[config.mk]
export PLATFORM = sky130hd
export DESIGN_NAME = irq_latch_arbiter
export DESIGN_NICKNAME = d
export VERILOG_FILES = /design/src/rtl/irq_arb_pkg.sv /design/src/rtl/irq_arb_rst_sync.sv /design/src/rtl/irq_arb_snapshot.sv /design/src/rtl/irq_arb_prio_chain.sv /design/src/rtl/irq_latch_arbiter.sv
export SDC_FILE = /design/constraint.sdc
export NUM_CORES = 1
export LEC_CHECK = 0
export ABC_AREA = 1
export BUFFER_PORTS_ARGS = -buffer_cell sky130_fd_sc_hd__buf_2
export CORE_AREA = 2 2 39 41
export DETAILED_ROUTE_END_ITERATION = 8
export DIE_AREA = 0 0 41 43
export GPL_TIMING_DRIVEN = 0
export SYNTH_ARGS = -nofsm -noshare
export SYNTH_HDL_FRONTEND = slang
export SYNTH_HIERARCHICAL = 1
export SYNTH_SLANG_ARGS = --single-unit
[constraint.sdc]
create_clock -name clk -period 1.63 [get_ports clk]
set_clock_uncertainty 0.1 [all_clocks]
set_input_delay 0.4075 -clock clk [delete_from_list [all_inputs] [get_ports clk]]
set_output_delay 0.4075 -clock clk [all_outputs]
set_load 0.03 [all_outputs]
[src/rtl/irq_arb_pkg.sv]
package irq_arb_pkg;

  // Action applied to the request snapshot on a clock edge
  typedef enum logic [1:0] {
    ACT_HOLD  = 2'd0,
    ACT_LOAD  = 2'd1,
    ACT_CLEAR = 2'd2
  } snap_act_e;

  localparam int unsigned RST_SYNC_STAGES = 2;

endpackage

[src/rtl/irq_arb_rst_sync.sv]
module irq_arb_rst_sync #(
  parameter int unsigned STAGES = 2
) (
  input  logic clk,
  input  logic rst_n,
  output logic rst_sync_n
);

  localparam int unsigned LAST = STAGES - 1;

  logic [LAST:0] sync_q;
  logic [LAST:0] sync_d;

  generate
    if (STAGES == 1) begin : g_one
      always_comb sync_d = 1'b1;
    end else begin : g_many
      always_comb sync_d = {sync_q[LAST-1:0], 1'b1};
    end
  endgenerate

  always_ff @(posedge clk or negedge rst_n) begin
    if (!rst_n) begin
      sync_q <= '0;
    end else begin
      sync_q <= sync_d;
    end
  end

  assign rst_sync_n = sync_q[LAST];

endmodule

[src/rtl/irq_arb_snapshot.sv]
module irq_arb_snapshot
  import irq_arb_pkg::*;
#(
  parameter int unsigned N_LINES = 3
) (
  input  logic               clk,
  input  logic               rst_n,
  input  logic [N_LINES-1:0] irq_req,
  input  logic               arb_go,
  input  logic               ack_drop,
  output logic [N_LINES-1:0] snap_q
);

  snap_act_e          act;
  logic               load_en;
  logic [N_LINES-1:0] snap_d;

  // Drop outranks capture when both strobes coincide
  always_comb begin
    if (ack_drop) begin
      act = ACT_CLEAR;
    end else if (arb_go) begin
      act = ACT_LOAD;
    end else begin
      act = ACT_HOLD;
    end
  end

  always_comb begin
    case (act)
      ACT_LOAD:  snap_d = irq_req;
      ACT_CLEAR: snap_d = '0;
      default:   snap_d = snap_q;
    endcase
    load_en = (act != ACT_HOLD);
  end

  always_ff @(posedge clk or negedge rst_n) begin
    if (!rst_n) begin
      snap_q <= '0;
    end else if (load_en) begin
      snap_q <= snap_d;
    end
  end

endmodule

[src/rtl/irq_arb_prio_chain.sv]
module irq_arb_prio_chain #(
  parameter int unsigned N_LINES = 3
) (
  input  logic [N_LINES-1:0] snap,
  output logic [N_LINES-1:0] grant
);

  // blocked[i] is 1 when any line with index below i is captured
  logic [N_LINES:0] blocked;

  assign blocked[0] = 1'b0;

  generate
    for (genvar i = 0; i < N_LINES; i++) begin : g_stage
      assign grant[i]     = snap[i] & ~blocked[i];
      assign blocked[i+1] = blocked[i] | snap[i];
    end
  endgenerate

endmodule

[src/rtl/irq_latch_arbiter.sv]
module irq_latch_arbiter
  import irq_arb_pkg::*;
#(
  parameter int unsigned N_LINES = 3
) (
  input  logic               clk,
  input  logic               rst_n,
  input  logic [N_LINES-1:0] irq_req,
  input  logic               arb_go,
  input  logic               ack_drop,
  output logic [N_LINES-1:0] irq_ack
);

  logic               rst_sync_n;
  logic [N_LINES-1:0] snap_q;

  irq_arb_rst_sync #(
    .STAGES(RST_SYNC_STAGES)
  ) u_rst_sync (
    .clk       (clk),
    .rst_n     (rst_n),
    .rst_sync_n(rst_sync_n)
  );

  irq_arb_snapshot #(
    .N_LINES(N_LINES)
  ) u_snapshot (
    .clk     (clk),
    .rst_n   (rst_sync_n),
    .irq_req (irq_req),
    .arb_go  (arb_go),
    .ack_drop(ack_drop),
    .snap_q  (snap_q)
  );

  irq_arb_prio_chain #(
    .N_LINES(N_LINES)
  ) u_prio (
    .snap (snap_q),
    .grant(irq_ack)
  );

endmodule

## Word level (Yosys, flattened, before mapping)

Cells that the tools add are included.

- Bitwise logic cells: 5
- Reduce and logical (&&, ||, !) cells: 3
- Equal/unequal tests: 2
- Multiplexer cells: 3

Operators by type and width:

| cell | count |
|---|---|
| 3-bit one-hot mux with 2 select lines | 1 |
| 2-bit nonzero test | 2 |
| 1-bit AND | 2 |
| 2-bit by 1-bit == test with 1-bit output (second input constant) | 1 |
| 2-bit == test (second input constant) | 1 |
| 2-bit 2-to-1 mux | 1 |
| 1-bit NOT | 2 |
| 2-bit AND reduction | 1 |
| 1-bit 2-to-1 mux | 1 |
| 1-bit OR | 1 |

- Input port bits: 7
- Register bits after elaboration: 5
- Word-level logic and storage cells: 15

## Logic depth before layout (Yosys ltp)

- Depth after elaboration: 5
- Depth in mapped cells: 3
- Depth with buffers taken out: 3

## Hierarchy

The synthesis kept the hierarchy.

Modules (own cells, without submodules):

| module | times used | cells an instance | sequential area each (um^2) | area an instance (um^2) |
|---|---|---|---|---|
| irq_arb_snapshot | 1 | 14 | 75.1 | 122.6 |
| irq_arb_rst_sync | 1 | 3 | 50.0 | 53.8 |
| irq_arb_prio_chain | 1 | 6 | 0.0 | 28.8 |

## Least setup slack after synthesis

OpenSTA, ideal clock, no wires.

- Path type: register -> output
- Start: reg u_snapshot.snap_q[0]
- End: out irq_ack[1]
- Cell stages (with the launch flop): 2
- Path buffers: 0
- Path slack: 0.314 ns
- Data required time: 1.122 ns
- Data arrival time: 0.808 ns
- Cells stage by stage: dfrtp_1 -> nor2_1

- Word-level cells in the longest chain between the ends: 2

Ends and longest elaborated chain:

| what | RTL line | text |
|---|---|---|
| start: declaration | irq_arb_snapshot.sv:11 | `output logic [N_LINES-1:0] snap_q` |
| start signal: assignment | irq_arb_snapshot.sv:42 | `snap_q <= snap_d;` |
| 1-bit NOT | irq_arb_prio_chain.sv:15 | `assign grant[i] = snap[i] & ~blocked[i];` |
| 1-bit AND | irq_arb_prio_chain.sv:15 |  |
| end: declaration | irq_latch_arbiter.sv:11 | `output logic [N_LINES-1:0] irq_ack` |

No other way between the ends.

## Worst setup path in the final report

- Start: reg u_snapshot.snap_q[0]
- End: out irq_ack[2]

- Word-level cells in the longest chain between the ends: 3

Ends and longest elaborated chain:

| what | RTL line | text |
|---|---|---|
| 1-bit OR | irq_arb_prio_chain.sv:16 | `assign blocked[i+1] = blocked[i] \| snap[i];` |
| 1-bit NOT | irq_arb_prio_chain.sv:15 |  |
| 1-bit AND | irq_arb_prio_chain.sv:15 |  |

No other way between the ends.

==> flow_metrics.tcl <==
set metrics [dict create \
    path_clk_slew_ns 0.04 \
    crit_start "u_snapshot/snap_q[0]" \
    ff_latch_area_sq_um 125 \
    ys_warn_count 6 \
    diodes 0 \
    switching_share 0.236 \
    slew_violations 0 \
    io_buffer_count 9 \
    slowest_stage "dfrtp_1" \
    multiInputGateArea_sq_um 61.3 \
    ios 10 \
    die_h_microns 43 \
    die_x_microns 41 \
    peakVddDrop_v 0.000471 \
    cp_top_family "flip-flops" \
    period_minus_slack_ns 1.51 \
    drtPass1Iterations 2 \
    via_per_inst 3.43 \
    yosys.cell_types.count 8 \
    crit_path_max_incr_delay_ns 0.39 \
    worstSetupEndpointType "output pin" \
    clkSinkCount 5 \
    required_ns 1.12 \
    maxClockFrequency_ghz 0.662 \
    clk_latency_ns 0.24 \
    ant_nets 0 \
    layout_commonest_cell "buf_2" \
    status "finished clean" \
    finalHoldViolations 0 \
    fin_setup_tns_ns 0 \
    path_cells "inv_1 -> nand2_1 -> nor2_2 -> buf_2" \
    drc_errors 0 \
    worst-path-buf-inv 2 \
    power_density_nw_per_um2 995 \
    arrival_ns 1.00 \
    synth_seq_cells 5 \
    maxCapViolations 0 \
    final_cell_mix "9 x buf_2, 7 x nand2_1, 5 x dfrtp_1" \
    finalCritPeriodShare 0.927 \
    rsz0062_at_grt "no" \
    fillerInstances 151 \
    routedWlPerCell_microns 6.33 \
    antenna_found_initial 0 \
    grt_overflow_total 0 \
    rows 14 \
    die_area_sq_um 1760 \
    syn_to_final_growth_pct 54.3 \
    vias 185 \
    power.internal_mw 0.241 \
    cts_buffers 3 \
    place.gp.congestion 0.590 \
    p_switching_mw 0.0744 \
    start_util 0.148 \
    syn_area_per_cell_sq_um 8.92 \
    syn-instance-count 23 \
    timing.rr.start "u_rst_sync/sync_q[1]" \
    power_leakage_nw 0.177 \
    grt_pass1_vias 171 \
    drtIter0Drc 2 \
    power_frac_clock 0.449 \
    hold_path.class "register to register" \
    nets 46 \
    cp-start-kind "register" \
    routed_wl_microns 342 \
    cts_tree "yes" \
    drive_gt1_frac 0.395 \
    synth.net_count 30 \
    final_util 0.229 \
    grt_usage 0.0526 \
    grt_pass1_wl_microns 565 \
    yosysSeqAreaShare 0.610 \
    syn_area_sq_um 205 \
    comb_power_share 0.121 \
    core-area_sq_um 1380 \
    setup_viol 0 \
    ctsHtreeMaxLevel 1 \
    critPathMaxFanout 4 \
    cts_root_buf "clkbuf_4" \
    min_from "u_rst_sync/sync_q[0]" \
    grt_start_max_net_pins 5 \
    post-cts-setup-buffers 0 \
    path_class "register to output pin" \
    seq_power_share 0.429 \
    clock_path_buffers 2 \
]
## through the flow
step                std cells  worst slack (ns)  hold slack [ns]  total power, mW  cell area [sq um]
floorplan                  23             0.314          -0.0735            0.157                205
global placement           48             0.369          -0.0619            0.172                270
detailed placement         48             0.372          -0.0603            0.172                270
CTS                        54             0.104            0.258            0.323                317
global route               54            0.0370            0.262            0.337                317
finish                     54             0.120            0.252            0.315                317
## final cells by class
class	instances	area share
buffer	1	0.0237
tap	16	0.0632
timing repair buffer	11	0.206
multi-input combinational	14	0.194
sequential	5	0.395
inverter	3	0.0356
clock buffer	4	0.0830
## cell families after synthesis
family                 Yosys count  synth area share
other                            1            0.0183
and+or+nand+nor                 13             0.280
DFF                              5             0.610
buffers and inverters            4            0.0915
## sequential cells by signal (all words and copies together) (netlist names)
signal	flops
u_snapshot/snap_q	3
u_rst_sync/sync_q	2
## power by group through the flow
stage / Clock, mW / Combinational [mW] / Sequential [mW]
4_1_cts: 0.149 / 0.0388 / 0.135
3_3_place_gp: 0 / 0.0335 / 0.138
2_1_floorplan: 0 / 0.0200 / 0.137
3_5_place_dp: 0 / 0.0340 / 0.138
5_1_grt: 0.158 / 0.0432 / 0.136
6_report: 0.142 / 0.0382 / 0.135
## path summary, 6_finish.rpt
path | slack [ns] | endpoint | cells past startpoint
hold reg to reg | 0.25 | u_rst_sync/sync_q[1] | 0
hold / removal | 0.25 | u_rst_sync/sync_q[1] | 0
min in group asynchronous | 0.38 | u_rst_sync/sync_q[0] | 2
setup / recovery | 0.12 | irq_ack[2] | 4
max in group asynchronous | 0.83 | u_snapshot/snap_q[1] | 1
setup reg to reg | 0.83 | u_snapshot/snap_q[1] | 1
## Yosys cell counts
cell type / instances / area share
buf_4: 1 / 0.037
conb_1: 1 / 0.018
dfrtp_1: 5 / 0.61
inv_1: 3 / 0.055
nand2_1: 7 / 0.13
nand3_1: 3 / 0.073
nor2_1: 1 / 0.018
nor2_2: 2 / 0.061
## metal layers
metal | global-route usage | share of wire
met2 | 0.0719 | 0.53
met5 | 0 | 0
met3 | 0.0628 | 0.12
met1 | 0.0461 | 0.35
met4 | 0.0200 | 0
## timing repair
| item | CTS | global route |
|---|---|---|
| gates resized for setup | 0 | 0 |
| hold buffers | 2 | 0 |
| hold endpoints to repair | 5 | 0 |
No activity file was read; power rests on OpenSTA's default activity.
